**src/rtl/fpgaps_pkg.sv**
```systemverilog
package fpgaps_pkg;

  typedef enum logic [2:0] {
    ST_IDLE,
    ST_PULSE,
    ST_WAIT_STATUS,
    ST_FETCH,
    ST_SHIFT,
    ST_SETTLE,
    ST_FINISH
  } cfgState_t;

  // strobes from control to the serial datapath
  typedef struct packed {
    logic load;
    logic run;
  } shiftCtl_t;

endpackage

```
**src/rtl/ps_loader_shifter.sv**
```systemverilog
module ps_loader_shifter
  import fpgaps_pkg::*;
#(
  parameter int SCLK_HALF_CYC = 4
) (
  input  logic       clk,
  input  logic       rstN,
  input  shiftCtl_t  ctl,
  input  logic [7:0] loadData,
  output logic       byteDone,
  output logic       dclk,
  output logic       dout
);
  localparam int HW = (SCLK_HALF_CYC > 1) ? $clog2(SCLK_HALF_CYC) : 1;
  localparam logic [HW-1:0] HALF_LAST = HW'(SCLK_HALF_CYC - 1);

  logic [7:0]    shiftQ;
  logic [2:0]    bitIdxQ;
  logic          phaseHighQ;
  logic [HW-1:0] halfCntQ;
  logic          halfEnd;

  assign halfEnd  = (halfCntQ == HALF_LAST);
  assign byteDone = ctl.run && phaseHighQ && halfEnd && (bitIdxQ == 3'd7);
  assign dclk     = phaseHighQ;
  assign dout     = shiftQ[0];

  always_ff @(posedge clk) begin
    if (!rstN) begin
      shiftQ     <= '0;
      bitIdxQ    <= '0;
      phaseHighQ <= 1'b0;
      halfCntQ   <= '0;
    end else if (ctl.load) begin
      shiftQ     <= loadData;
      bitIdxQ    <= '0;
      phaseHighQ <= 1'b0;
      halfCntQ   <= '0;
    end else if (ctl.run) begin
      if (halfEnd) begin
        halfCntQ <= '0;
        if (!phaseHighQ) begin
          phaseHighQ <= 1'b1;
        end else begin
          phaseHighQ <= 1'b0;
          shiftQ     <= {1'b0, shiftQ[7:1]};
          bitIdxQ    <= bitIdxQ + 3'd1;
        end
      end else begin
        halfCntQ <= halfCntQ + HW'(1);
      end
    end
  end

  AST_DATA_STABLE_HIGH: assert property (@(posedge clk) disable iff (!rstN)
    (dclk && $past(dclk)) |-> $stable(dout));

  AST_LOAD_CLOCK_LOW: assert property (@(posedge clk) disable iff (!rstN)
    ctl.load |-> !dclk);

endmodule

```
**src/rtl/ps_loader_ctrl.sv**
```systemverilog
module ps_loader_ctrl
  import fpgaps_pkg::*;
#(
  parameter int PULSE_CYC     = 10,
  parameter int STATUS_TO_CYC = 40,
  parameter int DONE_CYC      = 20
) (
  input  logic      clk,
  input  logic      rstN,
  input  logic      startIn,
  input  logic      byteValid,
  input  logic      byteLast,
  input  logic      statusIn,
  input  logic      doneIn,
  input  logic      byteDone,
  output shiftCtl_t ctl,
  output logic      byteReady,
  output logic      cfgPullLow,
  output logic      busy,
  output logic      success,
  output logic      error
);
  localparam int MAX_A   = (PULSE_CYC > STATUS_TO_CYC) ? PULSE_CYC : STATUS_TO_CYC;
  localparam int MAX_CYC = (MAX_A > DONE_CYC) ? MAX_A : DONE_CYC;
  localparam int TW      = $clog2(MAX_CYC + 1);
  localparam logic [TW-1:0] PULSE_END  = TW'(PULSE_CYC - 1);
  localparam logic [TW-1:0] STATUS_END = TW'(STATUS_TO_CYC - 1);
  localparam logic [TW-1:0] DONE_END   = TW'(DONE_CYC - 1);

  cfgState_t     stateQ, stateD;
  logic [TW-1:0] timerQ;
  logic          lastQ;
  logic          successQ, errorQ;
  logic          timed, startOk;

  assign startOk = (stateQ == ST_IDLE || stateQ == ST_FINISH) && startIn;
  assign timed   = (stateQ == ST_PULSE) || (stateQ == ST_WAIT_STATUS) ||
                   (stateQ == ST_SETTLE);

  always_comb begin
    stateD = stateQ;
    unique case (stateQ)
      ST_IDLE, ST_FINISH: if (startIn) stateD = ST_PULSE;
      ST_PULSE:       if (timerQ == PULSE_END) stateD = ST_WAIT_STATUS;
      ST_WAIT_STATUS: begin
        if (statusIn)                  stateD = ST_FETCH;
        else if (timerQ == STATUS_END) stateD = ST_FINISH;
      end
      ST_FETCH:  if (byteValid) stateD = ST_SHIFT;
      ST_SHIFT:  if (byteDone)  stateD = lastQ ? ST_SETTLE : ST_FETCH;
      ST_SETTLE: if (timerQ == DONE_END) stateD = ST_FINISH;
      default:   stateD = ST_IDLE;
    endcase
  end

  always_ff @(posedge clk) begin
    if (!rstN) begin
      stateQ   <= ST_IDLE;
      timerQ   <= '0;
      lastQ    <= 1'b0;
      successQ <= 1'b0;
      errorQ   <= 1'b0;
    end else begin
      stateQ <= stateD;
      if (stateD != stateQ || !timed) timerQ <= '0;
      else                            timerQ <= timerQ + TW'(1);
      if (stateQ == ST_FETCH && byteValid) lastQ <= byteLast;
      if (startOk) begin
        successQ <= 1'b0;
        errorQ   <= 1'b0;
      end else if (stateQ == ST_WAIT_STATUS && !statusIn && timerQ == STATUS_END) begin
        errorQ <= 1'b1;
      end else if (stateQ == ST_SETTLE && timerQ == DONE_END) begin
        successQ <= doneIn;
        errorQ   <= !doneIn;
      end
    end
  end

  assign cfgPullLow = (stateQ == ST_PULSE);
  assign byteReady  = (stateQ == ST_FETCH);
  assign busy       = (stateQ != ST_IDLE) && (stateQ != ST_FINISH);
  assign success    = successQ;
  assign error      = errorQ;
  assign ctl.load   = (stateQ == ST_FETCH) && byteValid;
  assign ctl.run    = (stateQ == ST_SHIFT);

  // run length of the pull-low pulse, kept for the checker below
  logic [TW-1:0] lowRunQ;
  always_ff @(posedge clk) begin
    if (!rstN)           lowRunQ <= '0;
    else if (cfgPullLow) lowRunQ <= (lowRunQ == '1) ? lowRunQ : lowRunQ + TW'(1);
    else                 lowRunQ <= '0;
  end

  AST_PULSE_LONG_ENOUGH: assert property (@(posedge clk) disable iff (!rstN)
    $fell(cfgPullLow) |-> (lowRunQ >= TW'(PULSE_CYC)));

  AST_RESULT_EXCLUSIVE: assert property (@(posedge clk) disable iff (!rstN)
    !(success && error));

  AST_START_IGNORED_BUSY: assert property (@(posedge clk) disable iff (!rstN)
    (busy && !cfgPullLow) |=> !$rose(cfgPullLow));

  AST_RESULT_HOLD: assert property (@(posedge clk) disable iff (!rstN)
    (!busy && !startIn) |=> ($stable(success) && $stable(error)));

endmodule

```
**src/rtl/fpga_ps_loader.sv**
```systemverilog
module fpga_ps_loader
  import fpgaps_pkg::*;
#(
  parameter int CLK_HZ       = 125_000_000,
  parameter int PULSE_US     = 5,
  parameter int DONE_US      = 10,
  parameter int STATUS_TO_US = 100,
  parameter int SCLK_HALF_CYC = 4
) (
  input  logic       clk,
  input  logic       rstN,
  input  logic       startIn,
  input  logic [7:0] byteData,
  input  logic       byteValid,
  input  logic       byteLast,
  output logic       byteReady,
  input  logic       statusIn,
  input  logic       doneIn,
  output logic       cfgPullLow,
  output logic       dclk,
  output logic       dout,
  output logic       busy,
  output logic       success,
  output logic       error
);
  localparam int CYC_PER_US    = (CLK_HZ + 999_999) / 1_000_000;
  localparam int PULSE_CYC     = (PULSE_US * CYC_PER_US > 0) ? PULSE_US * CYC_PER_US : 1;
  localparam int DONE_CYC      = (DONE_US * CYC_PER_US > 0) ? DONE_US * CYC_PER_US : 1;
  localparam int STATUS_TO_CYC = (STATUS_TO_US * CYC_PER_US > 0) ? STATUS_TO_US * CYC_PER_US : 1;

  shiftCtl_t shiftCtl;
  logic      byteDone;

  ps_loader_ctrl #(
    .PULSE_CYC    (PULSE_CYC),
    .STATUS_TO_CYC(STATUS_TO_CYC),
    .DONE_CYC     (DONE_CYC)
  ) u_ctrl (
    .clk       (clk),
    .rstN      (rstN),
    .startIn   (startIn),
    .byteValid (byteValid),
    .byteLast  (byteLast),
    .statusIn  (statusIn),
    .doneIn    (doneIn),
    .byteDone  (byteDone),
    .ctl       (shiftCtl),
    .byteReady (byteReady),
    .cfgPullLow(cfgPullLow),
    .busy      (busy),
    .success   (success),
    .error     (error)
  );

  ps_loader_shifter #(
    .SCLK_HALF_CYC(SCLK_HALF_CYC)
  ) u_shift (
    .clk     (clk),
    .rstN    (rstN),
    .ctl     (shiftCtl),
    .loadData(byteData),
    .byteDone(byteDone),
    .dclk    (dclk),
    .dout    (dout)
  );

  AST_READY_CLK_LOW: assert property (@(posedge clk) disable iff (!rstN)
    byteReady |-> !dclk);

  AST_IDLE_CLK_LOW: assert property (@(posedge clk) disable iff (!rstN)
    !busy |-> !dclk);

  AST_ERROR_NO_TRAFFIC: assert property (@(posedge clk) disable iff (!rstN)
    (error && !busy) |-> (!dclk && !byteReady));

endmodule

```
**config.mk**
```make
export PLATFORM = sky130hd
export DESIGN_NAME = fpga_ps_loader
export DESIGN_NICKNAME = d
export VERILOG_FILES = /design/src/rtl/fpgaps_pkg.sv /design/src/rtl/ps_loader_shifter.sv /design/src/rtl/ps_loader_ctrl.sv /design/src/rtl/fpga_ps_loader.sv
export SDC_FILE = /design/constraint.sdc
export NUM_CORES = 1
export LEC_CHECK = 0
export CORE_MARGIN = 2
export CORE_UTILIZATION = 52
export CTS_BUF_LIST = sky130_fd_sc_hd__clkbuf_8
export DETAILED_ROUTE_END_ITERATION = 6
export PLACE_DENSITY = 0.78
export RECOVER_POWER = 50
export SYNTH_ARGS = -nofsm -noshare
export SYNTH_HDL_FRONTEND = slang
export SYNTH_HIERARCHICAL = 1
export SYNTH_SLANG_ARGS = --single-unit
```
**constraint.sdc**
```tcl
create_clock -name clk -period 2.3 [get_ports clk]
set_input_delay 0.23 -clock clk [delete_from_list [all_inputs] [get_ports clk]]
set_output_delay 0.23 -clock clk [all_outputs]
set_load 0.01 [all_outputs]
```
==> reports/results.md, run 1 <==
| Group | Quantity | Value |
| --- | --- | --- |
| outcome | Run status | complete, no violations |
| power and ir drop | Clk network pwr share | 50.0% |
| routing | Initial DRC Count | 142 |
| critical path | Required time at the worst-slack endpoint | 2.48 ns |
| timing | Count of final hold-check violations | 0 |
| timing | Worst clock skew on the final layout | 0.008992 ns |
| routing | Detailed-route via count | 1506 |
| grt | Maximum number of pins on one net before global-route repair | 15 |
| synth | Cell types with the largest area share after synthesis | sky130_fd_sc_hd__dfxtp_1 38%, sky130_fd_sc_hd__a21oi_1 5.2%, sky130_fd_sc_hd__nor3_2 4.4% |
| placement | Worst slack at placement | 0.2561 ns |
| floorplanning | Die area | 3972 um2 |
| power and ir drop | Internal power | 1.067 mW |
| floorplanning | Placeable core region | 3337 um2 |
| floorplanning | Num ports | 22 |
| clock network | Clock Tree Buf Depth | 2 |
| floorplanning | Width of the chip | 63.03 um |
| clock network | TritonCTS clock tree | built |
| grt | First-pass GRT wire length | 6782 um |
| timing | Final period utilization | 92.53% |
| routing | Vias per cell | 5.476 |
| grt | Total routing resource utilization after global routing | 21.93% |
| timing | Final setup viols | 0 |
| clock network | H-tree levels | 2 |
| timing | Max_slew headroom | 69.52% |
| synth | Unique cell type count in the Yosys netlist | 42 |
| synth | Netlist Area Pre-Place | 1812 um2 |
| finish | Non-filler instance count after layout | 275 |
| synth | Largest area contributor in the synthesized netlist | sky130_fd_sc_hd__dfxtp_1 |
| critical path | Crit path launch type | flip-flop |
| placement | Final HPWL DP | 2637 um |
| hold path | Hold crit path type | reg -> reg |
| grt | Number of global-route vias before repair | 1514 |
| synth | Sequential share of the synthesized area | 37.57% |
| power and ir drop | VDD IR-drop max | 0.4006 mV |
| power and ir drop | Switching share of power | 19.99% |
| synth | Commonest cells in the synthesized netlist | 34 x sky130_fd_sc_hd__dfxtp_1, 20 x sky130_fd_sc_hd__nand2_1, 19 x sky130_fd_sc_hd__a21oi_1 |
| synth | Leading cell type by number of instances after synthesis | sky130_fd_sc_hd__dfxtp_1 |
| synth | Yosys top cell area share | 37.57% |
| timing | Worst-margin pin slew | 0.4537 ns |
| finish | Area Growth Syn to Fin | 21.75% |
| critical path | Biggest cell delay along the critical path | 0.37 ns |
| power and ir drop | Pleak | 0.7648 nW |
| clock network | Clock network latency to the later pin of the worst-skew pair | 0.30 ns |
| clock network | Sink Count | 34 |
| timing | Setup TNS Final | 0 ns |
| clock network | Root cell of the clock tree | sky130_fd_sc_hd__clkbuf_8 |
| synth | Count of synthesis-stage warnings from yosys | 6 |
| timing | Final-report max-slew violation count | 0 |
| routing | Final routed DRC violation total | 0 |
| synth | Post-Synthesis Net Count | 223 |
| synth | Proportion of register bits with asynchronous set or reset after synthesis | 0% |
| synth | Post-Synthesis Cells | 202 |
| power and ir drop | Flop pwr share | 44.5% |
| floorplanning | Placement row count | 21 |
| placement | Final RePlAce weighted congestion | 0.8395 |
| routing | Avg WL per Cell | 14.20 um |
| finish | # diodes | 0 |
| synth | Primary flip-flop cell chosen by synthesis mapping | sky130_fd_sc_hd__dfxtp_1 |
| critical path | Maximum net fanout on the critical path | 9 |
| placement | Cell total after placement | 267 |
| grt | Total overflow reported by the global router | 0 |
| clock network | Buffers inserted during post-CTS setup optimization | 0 |
| critical path | Critical Path AT | 2.31 ns |
| critical path | Kind of critical path | reg -> reg |
| power and ir drop | Net switching power of the design | 0.2667 mW |
| power and ir drop | Power density over the cells | 604.8 nW/um2 |
| synth | Post-synthesis area per instance | 8.969 um2 |
| power and ir drop | Logic gate share of total power | 5.5% |
| timing | RSZ-0062 raised after global routing | no |
| finish | Number of nets in the final layout | 249 |
| run | Max-Cap Viols | 0 |
| clock network | Total clock buffers created by CTS | 5 |
| critical path | Sequence of cells on the critical path | nand2b_1 > nor2_2 > and3_1 > and2_1 > or3b_1 > o21ai_1 > o31a_4 > nor3_2 |
| power and ir drop | Overall power of the completed layout | 1.334 mW |
| floorplanning | Initial standard-cell utilization of the core | 54.29% |
| routing | TritonRoute pass-1 iters | 5 |
| timing | Final setup margin | 0.1718 ns |
| finish | Share of layout cells above drive strength 1 | 13.97% |
| routing | ANT nets after route | 0 |
| timing | Minimum clock period after layout | 2.128 ns |
| clock network | Clock slew at reported path FFs | 0.08 ns |
| routing | Drt total wl | 3905 um |
| critical path | CP endpoint kind | flip-flop |
| grt | Number of antenna violations at the first check in global routing | 0 |
| floorplanning | Height of the die | 63.03 um |
| synth | Number of enable flip-flop cells after synthesis | 0 |
| critical path | Worst path slowest cell | sky130_fd_sc_hd__or3b_1 |
| synth | Flop and latch count out of synthesis | 34 |
| timing | Timing-limited maximum frequency | 469.9 MHz |
| placement | Number of buffers inserted by port buffering | 21 |
==> area by class of cell <==
| class | instances | area (um2) |
|---|---|---|
| multi-input cells | 152 | 1045 |
| fillers | 288 | 1131 |
| flip-flops and latches | 34 | 680.7 |
| well taps | 46 | 57.56 |
| clock buffers | 5 | 68.82 |
| clock inverters | 3 | 68.82 |
| inverters | 7 | 26.28 |
| repair buffers | 28 | 259.0 |
==> placed cells by master (no fill, tap or decap), drive strengths merged, types with 4 or more instances in the layout <==
cell type and count:
nand2 20, dfxtp 34, clkbuf 6, nor2 18
dlygate4sd3 5, mux2i 5, nor3b 5, xnor2 8
nor2b 4, inv 7, o21ai 11, ha 6
a21oi 19, xor2 6, buf 6, nor3 9
nand3 7, o31a 4, clkdlybuf4s50 16
==> through the flow <==
| step | hold WS, ns | cell area, um2 | util [%] |
|---|---|---|---|
| final | 0.4514 | 2206 | 66.10 |
| after global routing | 0.4681 | 2206 | 66.10 |
| after CTS | 0.4538 | 2205 | 66.07 |
| after detailed placement | 0.4432 | 2067 | 61.94 |
| after global placement | 0.4409 | 2067 | 61.94 |
| after floorplan | 0.3579 | 1817 | - |
==> critical path: cells and delay by family (launching register included) <==
family,cells,cell delay [ns]
AND/OR/NAND/NOR,6,1.16
flip-flops,1,0.31
AO/OA/AOI/OAI,2,0.53
==> power by group through the flow <==
stage          Combinational (mW)  Clock, mW  Sequential, mW
5_1_grt                    0.0807      0.695           0.595
6_report                   0.0732      0.667           0.594
3_3_place_gp               0.0731          0           0.608
4_1_cts                    0.0737      0.678           0.594
3_5_place_dp               0.0736          0           0.608
2_1_floorplan              0.0308          0           0.606
==> state kept, by name (all words and copies together), names as in the netlist, 2 cells and up <==
name,flops
u_shift/shiftQ,8
u_shift/halfCntQ,2
u_ctrl/stateQ,3
u_shift/bitIdxQ,3
u_ctrl/timerQ,14
==> logic make-up (layout without fill, tap and decap cells) <==
kind of cell	Yosys count	after routing	synth area share, %
xor+xnor	14	14	6.768
mux	5	5	2.763
flops	34	34	37.57
simple gates	88	88	30.73
fa+ha+maj	6	6	4.144
buf+inv	16	43	5.180
compound gates	39	39	12.85
==> routing by layer <==
metal	global-route usage, %	vias to the layer above	wire length [um]
met3	5.946	7	209
li1	-	758	-
met5	0	-	0
met2	36.17	38	1888
met1	25.48	703	1736
met4	12.50	0	70
==> worst paths after layout <==
check,slack (ns),cells after the start,to,start
hold reg to reg,0.45,2,u_shift/shiftQ[4]$_SDFFE_PN0P_,u_shift/shiftQ[4]$_SDFFE_PN0P_
setup reg to reg,0.17,8,u_ctrl/timerQ[2]$_SDFF_PP0_,u_ctrl/stateQ[1]$_SDFF_PN0_
setup / recovery,0.17,8,u_ctrl/timerQ[2]$_SDFF_PP0_,u_ctrl/stateQ[1]$_SDFF_PN0_
hold / removal,0.45,2,u_shift/shiftQ[4]$_SDFFE_PN0P_,u_shift/shiftQ[4]$_SDFFE_PN0P_
==> what timing repair did <==
action,CTS,global route
endpoints found under the setup margin,0,1
hold buffers,0,0
gates resized for setup,0,1
(Power assumes the default switching activity.)
==> run 2: changes to the inputs <==
REMOVE_ABC_BUFFERS = 1   (was not set)
==> run 2 against run 1 <==
Compared with the run above:
- clock skew is 0.0014 ns lower
- maximum frequency is 1.7% higher
- die area stayed put
- register-to-register slack better by 0.08 ns
- count of clock-buffer cells in the layout stayed put
- power is 11% lower
- largest power group is now sequential cells
==> reports/results.md, run 2 (synthesized netlist as in run 1, its figures left out) <==
| Group | Quantity | Value |
| --- | --- | --- |
| outcome | Run status | complete, no violations |
| finish | Largest registers | u_ctrl/timerQ x14, u_shift/shiftQ x8 |
| power and ir drop | Internal power | 0.9483 mW |
| power and ir drop | Pleak | 0.7694 nW |
| grt | Maximum number of pins on one net before global-route repair | 15 |
| placement | Cell total after placement | 270 |
| hold path | Hold crit path type | reg -> reg |
| timing | Final setup margin | 0.2064 ns |
| floorplanning | Die area | 3972 um2 |
| routing | TritonRoute pass-1 iters | 4 |
| floorplanning | Placement row count | 21 |
| power and ir drop | Power density over the cells | 544.0 nW/um2 |
| clock network | H-tree levels | 2 |
| routing | Detailed-route via count | 1480 |
| finish | Commonest non-fill, non-tap cell in the layout | sky130_fd_sc_hd__dfxtp_1 |
| floorplanning | Width of the chip | 63.03 um |
| routing | Avg WL per Cell | 13.06 um |
| routing | Final routed DRC violation total | 0 |
| critical path | Startpoint of the most critical register-to-register path | u_ctrl/stateQ[1]$_SDFF_PN0_ |
| timing | Minimum clock period after layout | 2.094 ns |
| critical path | Kind of critical path | reg -> out |
| routing | Met2 wire length | 1608 um |
| routing | DR top layer | met4 |
| finish | Number of nets in the final layout | 252 |
| placement | Number of buffers inserted by port buffering | 21 |
| critical path | Required time at the worst-slack endpoint | 2.07 ns |
| timing | Worst-margin pin slew | 0.4083 ns |
| power and ir drop | Clk network pwr share | 43.9% |
| finish | Area of the multi-input gates | 1037 um2 |
| critical path | Destination of the worst register-to-register timing path | u_ctrl/timerQ[9]$_SDFF_PP0_ |
| timing | Timing-limited maximum frequency | 477.6 MHz |
| finish | Max FFs per register | 14 |
| routing | Total routed wire length on the met1 layer | 1807 um |
| routing | ANT nets after route | 0 |
| power and ir drop | Flop pwr share | 49.9% |
| critical path | Critical Path AT | 1.86 ns |
| timing | Count of final hold-check violations | 0 |
| timing | Hold_ws | 0.4531 ns |
| clock network | Root cell of the clock tree | sky130_fd_sc_hd__clkbuf_8 |
| power and ir drop | Overall power of the completed layout | 1.189 mW |
| power and ir drop | Net switching power of the design | 0.2409 mW |
| clock network | Count of instances resized after the clock tree is built | 0 |
| clock network | Buffers inserted during post-CTS setup optimization | 0 |
| critical path | Worst path slowest cell | sky130_fd_sc_hd__clkdlybuf4s50_1 |
| clock network | Clock network latency to the later pin of the worst-skew pair | 0.29 ns |
| clock network | Sink Count | 34 |
| critical path | Count of cells along the worst register-to-register path | 8 |
| clock network | Hold buffers post-CTS | 0 |
| critical path | Crit path launch type | flip-flop |
| critical path | CP endpoint kind | output pin |
| critical path | Biggest cell delay along the critical path | 0.57 ns |
| hold path | Min-Delay Startpoint | u_shift/shiftQ[2]$_SDFFE_PN0P_ |
| finish | # diodes | 0 |
| finish | Register area | 680.7 um2 |
| finish | Register with the most flip-flops | u_ctrl/timerQ |
| timing | Max_slew headroom | 72.78% |
| finish | Filler cells | 298 |
| timing | RSZ-0062 raised after global routing | no |
| floorplanning | Height of the die | 63.03 um |
| floorplanning | Initial standard-cell utilization of the core | 54.29% |
| routing | Initial DRC Count | 100 |
| grt | Total overflow reported by the global router | 0 |
| placement | Final RePlAce weighted congestion | 0.8233 |
| floorplanning | Num ports | 22 |
| finish | Leading cell types in the layout, fill and taps excluded | 34 x sky130_fd_sc_hd__dfxtp_1, 20 x sky130_fd_sc_hd__nand2_1, 19 x sky130_fd_sc_hd__a21oi_1 |
| power and ir drop | Logic gate share of total power | 6.1% |
| placement | Final HPWL DP | 2656 um |
| timing | Worst clock skew on the final layout | 0.007612 ns |
| routing | Vias per cell | 5.324 |
| floorplanning | Placeable core region | 3337 um2 |
| finish | Share of layout cells above drive strength 1 | 12.93% |
| clock network | Clock slew at reported path FFs | 0.07 ns |
| timing | Final period utilization | 91.03% |
| placement | Worst slack at placement | 0.2730 ns |
| clock network | Total clock buffers created by CTS | 5 |
| timing | Final-report max-slew violation count | 0 |
| run | Max-Cap Viols | 0 |
| grt | Number of global-route vias before repair | 1358 |
| critical path | Critical Path Sink | byteReady |
| routing | Drt total wl | 3630 um |
| clock network | Clock Tree Buf Depth | 2 |
| power and ir drop | VDD IR-drop max | 0.3062 mV |
| grt | First-pass GRT wire length | 6127 um |
| grt | Number of antenna violations at the first check in global routing | 0 |
| critical path | R2R setup slack | 0.25 ns |
| critical path | Worst setup startpoint | u_ctrl/stateQ[1]$_SDFF_PN0_ |
| critical path | Sequence of cells on the critical path | buf_4 > inv_1 > nor3b_1 > clkbuf_1 > clkdlybuf4s50_1 |
| finish | Final design area excluding fillers | 2186 um2 |
| routing | Detail Route met3 WL | 168 um |
| power and ir drop | Switching share of power | 20.25% |
| timing | Final setup viols | 0 |
| grt | Total routing resource utilization after global routing | 19.70% |
| finish | Non-filler instance count after layout | 278 |
| critical path | Maximum net fanout on the critical path | 10 |
| finish | Area Growth Syn to Fin | 20.65% |
| placement | Total placed instance area | 2087 um2 |
| clock network | TritonCTS clock tree | built |
## run 2: cell count changes in the layout (fill, tap and decap cells not counted)
cell / previous run / this run
sky130_fd_sc_hd__o21ai_1: 1 / 0
sky130_fd_sc_hd__clkinv_4: 1 / 0
sky130_fd_sc_hd__nor3b_1: 3 / 4
sky130_fd_sc_hd__bufinv_16: 2 / 1
sky130_fd_sc_hd__nor2_2: 1 / 0
sky130_fd_sc_hd__buf_4: 6 / 8
sky130_fd_sc_hd__nor2_1: 17 / 18
sky130_fd_sc_hd__o21ai_0: 10 / 11
sky130_fd_sc_hd__clkbuf_1: 1 / 2
sky130_fd_sc_hd__nor3b_2: 2 / 1
sky130_fd_sc_hd__inv_1: 7 / 9
## run 2: critical path: cells and delay by family (launching register included)
kind	cells	cell delay, ns
AND/OR/NAND/NOR	1	0.19
flip-flops	1	0.33
buffers and inverters	4	1.06
## run 2: worst min path at each step
stage                                endpoint  slack, ns  cells past startpoint
3_3_place_gp   u_shift/shiftQ[0]$_SDFFE_PN0P_       0.44                      2
3_5_place_dp   u_shift/shiftQ[2]$_SDFFE_PN0P_       0.44                      2
6_report       u_shift/shiftQ[2]$_SDFFE_PN0P_       0.45                      2
4_1_cts        u_shift/shiftQ[2]$_SDFFE_PN0P_       0.45                      2
5_1_grt        u_shift/shiftQ[5]$_SDFFE_PN0P_       0.47                      2
2_1_floorplan     u_ctrl/stateQ[2]$_SDFF_PN0_       0.36                      1
## run 2: area by class of cell
| class | count | share of cell area [%] |
|---|---|---|
| clock inverters | 3 | 1.717 |
| flip-flops and latches | 34 | 31.14 |
| inverters | 7 | 1.202 |
| well taps | 46 | 2.633 |
| clock buffers | 5 | 3.148 |
| multi-input cells | 152 | 47.45 |
| repair buffers | 31 | 12.71 |
## run 2: per-layer routing
| metal | vias to the layer above | GRT usage (%) |
|---|---|---|
| met5 | - | 0 |
| met4 | 0 | 10.00 |
| met3 | 5 | 4.865 |
| met2 | 34 | 28.99 |
| met1 | 680 | 26.56 |
| li1 | 761 | - |
## run 2: per-stage QoR
step                      TNS, ns  util [%]
after detailed placement        0     62.54
after CTS                       0     65.73
after floorplan            -2.295         -
after global placement          0     62.54
after global routing            0     65.50
final                           0     65.50
## run 2: power groups by stage
stage	sequential [mW]	combinational, mW	clock (mW)
global route	0.594	0.0792	0.559
CTS	0.594	0.0740	0.539
global placement	0.607	0.0735	0
finish	0.594	0.0728	0.523
floorplan	0.609	0.0263	0
detailed placement	0.607	0.0736	0
==> run 3: changes to the inputs <==
CORE_UTILIZATION = 62   (was 52)
PLACE_DENSITY = 0.88   (was 0.78)
clock period = 2.6 ns   (was 2.3 ns; I/O delays follow)
==> run 3 against run 2 <==
Compared with the run above:
- die area fell by 15%
- via count increased by 3.7%
- clock skew about the same
- clock power down 23%
- critical path depth grew 3
- worst setup slack better by 0.18 ns
- count of clock-buffer cells in the layout increased by 1
- critical path type is now reg -> reg
- critical endpoint is now u_ctrl/timerQ[7]$_SDFF_PP0_
- largest cell class unchanged
- highest routed layer unchanged
==> reports/results.md, run 3 (synthesized netlist as in run 1, its figures left out) <==
| Group | Quantity | Value |
| --- | --- | --- |
| finish | Leading cell types in the layout, fill and taps excluded | 34 x sky130_fd_sc_hd__dfxtp_1, 20 x sky130_fd_sc_hd__nand2_1, 19 x sky130_fd_sc_hd__a21oi_1 |
| critical path | CP endpoint kind | flip-flop |
| clock network | Hold buffers post-CTS | 0 |
| finish | Share of layout cells above drive strength 1 | 11.84% |
| clock network | Buffers inserted during post-CTS setup optimization | 0 |
| grt | Maximum number of pins on one net before global-route repair | 16 |
| critical path | Kind of critical path | reg -> reg |
| finish | Commonest non-fill, non-tap cell in the layout | sky130_fd_sc_hd__dfxtp_1 |
| clock network | Clock network latency to the later pin of the worst-skew pair | 0.29 ns |
| critical path | Critical Path AT | 2.44 ns |
| timing | Worst clock skew on the final layout | 0.007145 ns |
| routing | Drt total wl | 3891 um |
| critical path | Sequence of cells on the critical path | nor2_1 > and3_1 > and2_0 > mux2i_1 > a211oi_1 > or3_1 > clkbuf_2 > nor3_2 |
| floorplanning | Placement row count | 19 |
| power and ir drop | VDD IR-drop max | 0.4556 mV |
| finish | Filler cells | 192 |
| critical path | Destination of the worst register-to-register timing path | u_ctrl/timerQ[7]$_SDFF_PP0_ |
| critical path | Required time at the worst-slack endpoint | 2.82 ns |
| grt | Most Used Layer, Global Route | met2 |
| timing | Worst-margin pin slew | 0.4567 ns |
| routing | TritonRoute pass-1 iters | 5 |
| critical path | Maximum net fanout on the critical path | 14 |
| critical path | Crit path launch type | flip-flop |
| grt | Global routing met3 resource utilization | 8.259% |
| clock network | Root cell of the clock tree | sky130_fd_sc_hd__clkbuf_8 |
| timing | Timing-limited maximum frequency | 451.2 MHz |
| finish | Register with the most flip-flops | u_ctrl/timerQ |
| routing | Vias per cell | 5.927 |
| run | Max-Cap Viols | 0 |
| critical path | Startpoint of the most critical register-to-register path | u_ctrl/stateQ[0]$_SDFF_PN0_ |
| critical path | Worst setup startpoint | u_ctrl/stateQ[0]$_SDFF_PN0_ |
| finish | Max FFs per register | 14 |
| hold path | Worst hold path cell count | 2 |
| floorplanning | Placeable core region | 2758 um2 |
| floorplanning | Width of the chip | 58.06 um |
| grt | Met1 global-route usage | 35.01% |
| clock network | Clock slew at reported path FFs | 0.07 ns |
| critical path | Count of cells along the worst register-to-register path | 8 |
| finish | Register area | 680.7 um2 |
| routing | ANT nets after route | 0 |
| grt | First-pass GRT wire length | 6679 um |
| timing | Final period utilization | 85.24% |
| clock network | H-tree levels | 2 |
| finish | Largest registers | u_ctrl/timerQ x14, u_shift/shiftQ x8 |
| finish | # diodes | 0 |
| critical path | Count of buffer and inverter cells on the critical path | 1 |
| routing | Detailed-route via count | 1535 |
| clock network | Sink Count | 34 |
| hold path | Hold crit path type | reg -> reg |
| placement | Final RePlAce weighted congestion | 0.8520 |
| clock network | Clock Tree Buf Depth | 2 |
| routing | Avg WL per Cell | 15.02 um |
| timing | Final setup viols | 0 |
| floorplanning | Die area | 3370 um2 |
| routing | Initial DRC Count | 103 |
| floorplanning | Num ports | 22 |
| critical path | R2R setup slack | 0.38 ns |
| finish | Area of the multi-input gates | 1016 um2 |
| grt | GR Util met2 | 39.12% |
| finish | Number of nets in the final layout | 248 |
| clock network | Total clock buffers created by CTS | 5 |
| critical path | Critical Path Sink | u_ctrl/timerQ[7]$_SDFF_PP0_ |
| outcome | Run status | complete, no violations |
| floorplanning | Initial standard-cell utilization of the core | 65.70% |
| clock network | TritonCTS clock tree | built |
| grt | Total routing resource utilization after global routing | 26.06% |
| placement | Cell total after placement | 251 |
| critical path | Biggest cell delay along the critical path | 0.51 ns |
| critical path | Cell family with most CP delay | simple AND/OR/NAND/NOR gates |
| power and ir drop | Pleak | 0.7473 nW |
| finish | Area Growth Syn to Fin | 16.23% |
| placement | Number of buffers inserted by port buffering | 21 |
| floorplanning | Height of the die | 58.06 um |
| placement | Final HPWL DP | 2788 um |
| timing | Minimum clock period after layout | 2.216 ns |
| timing | Final-report max-slew violation count | 0 |
| finish | Non-filler instance count after layout | 259 |
| critical path | Worst path slowest cell | sky130_fd_sc_hd__dfxtp_1 |
| grt | Total overflow reported by the global router | 0 |
| grt | Number of global-route vias before repair | 1400 |
| timing | RSZ-0062 raised after global routing | no |
| timing | Count of final hold-check violations | 0 |
| critical path | Levels on crit path | 8 |
| routing | Final routed DRC violation total | 0 |
| grt | Number of antenna violations at the first check in global routing | 0 |
| power and ir drop | Power density over the cells | 470.6 nW/um2 |
| timing | Setup TNS Final | 0 ns |
| timing | Max_slew headroom | 69.32% |
| clock network | Count of instances resized after the clock tree is built | 0 |
[run 3: changes by cell type in the layout (fill, tap and decap cells not counted), moves of 2 or more]
cell,before,now
sky130_fd_sc_hd__and2_0,0,2
sky130_fd_sc_hd__buf_4,8,5
sky130_fd_sc_hd__clkbuf_1,2,0
sky130_fd_sc_hd__and2_1,3,1
[run 3: tightest hold or removal path: cells and delay by family (launching register included)]
family | cells | cell delay, ns
and+or+nand+nor | 1 | 0.05
AOI/OAI and AO/OA | 1 | 0.05
DFF | 1 | 0.31
[run 3: routing by layer]
metal	wire (um)	part of all wire, %
met1	1751	45
met5	0	0
met2	1893	49
met4	50	1.3
met3	196	5.0
[run 3: how the worst min path moves through the flow]
| stage | end | from |
|---|---|---|
| after floorplan | u_ctrl/stateQ[2]$_SDFF_PN0_ | rstN |
| after global placement | u_shift/shiftQ[4]$_SDFFE_PN0P_ | u_shift/shiftQ[4]$_SDFFE_PN0P_ |
| after detailed placement | u_shift/shiftQ[5]$_SDFFE_PN0P_ | u_shift/shiftQ[5]$_SDFFE_PN0P_ |
| after CTS | u_shift/shiftQ[5]$_SDFFE_PN0P_ | u_shift/shiftQ[5]$_SDFFE_PN0P_ |
| after global routing | u_shift/shiftQ[0]$_SDFFE_PN0P_ | u_shift/shiftQ[0]$_SDFFE_PN0P_ |
| final | u_shift/shiftQ[5]$_SDFFE_PN0P_ | u_shift/shiftQ[5]$_SDFFE_PN0P_ |
[run 3: area by class of cell]
class	count	area share, %
Clock inverter	2	0.4159
Sequential cell	34	32.32
Tap cell	31	1.842
Inverter	7	1.248
Multi-Input combinational cell	152	48.25
Clock buffer	6	3.922
Timing Repair Buffer	27	12.00
[run 3: report_power, final]
group	total [mW]	internal (mW)	switching, mW	leakage, nW
clock network	0.404	0.210	0.194	0.0524
logic	0.0592	0.0348	0.0244	0.421
registers	0.528	0.523	0.00513	0.274
total	0.991	0.767	0.224	0.747
[run 3: through the flow]
step / setup WS [ns] / power, mW / hold slack [ns] / cell area [um2] / util [%]
floorplan: 0.1204 / 0.5615 / 0.3879 / 1744 / -
global placement: 0.6410 / 0.5974 / 0.4370 / 2038 / 73.91
detailed placement: 0.4877 / 0.5992 / 0.4429 / 2038 / 73.91
CTS: 0.3747 / 0.9965 / 0.4525 / 2130 / 77.22
global route: 0.1988 / 1.027 / 0.4758 / 2106 / 76.36
finish: 0.3837 / 0.9909 / 0.4549 / 2106 / 76.36
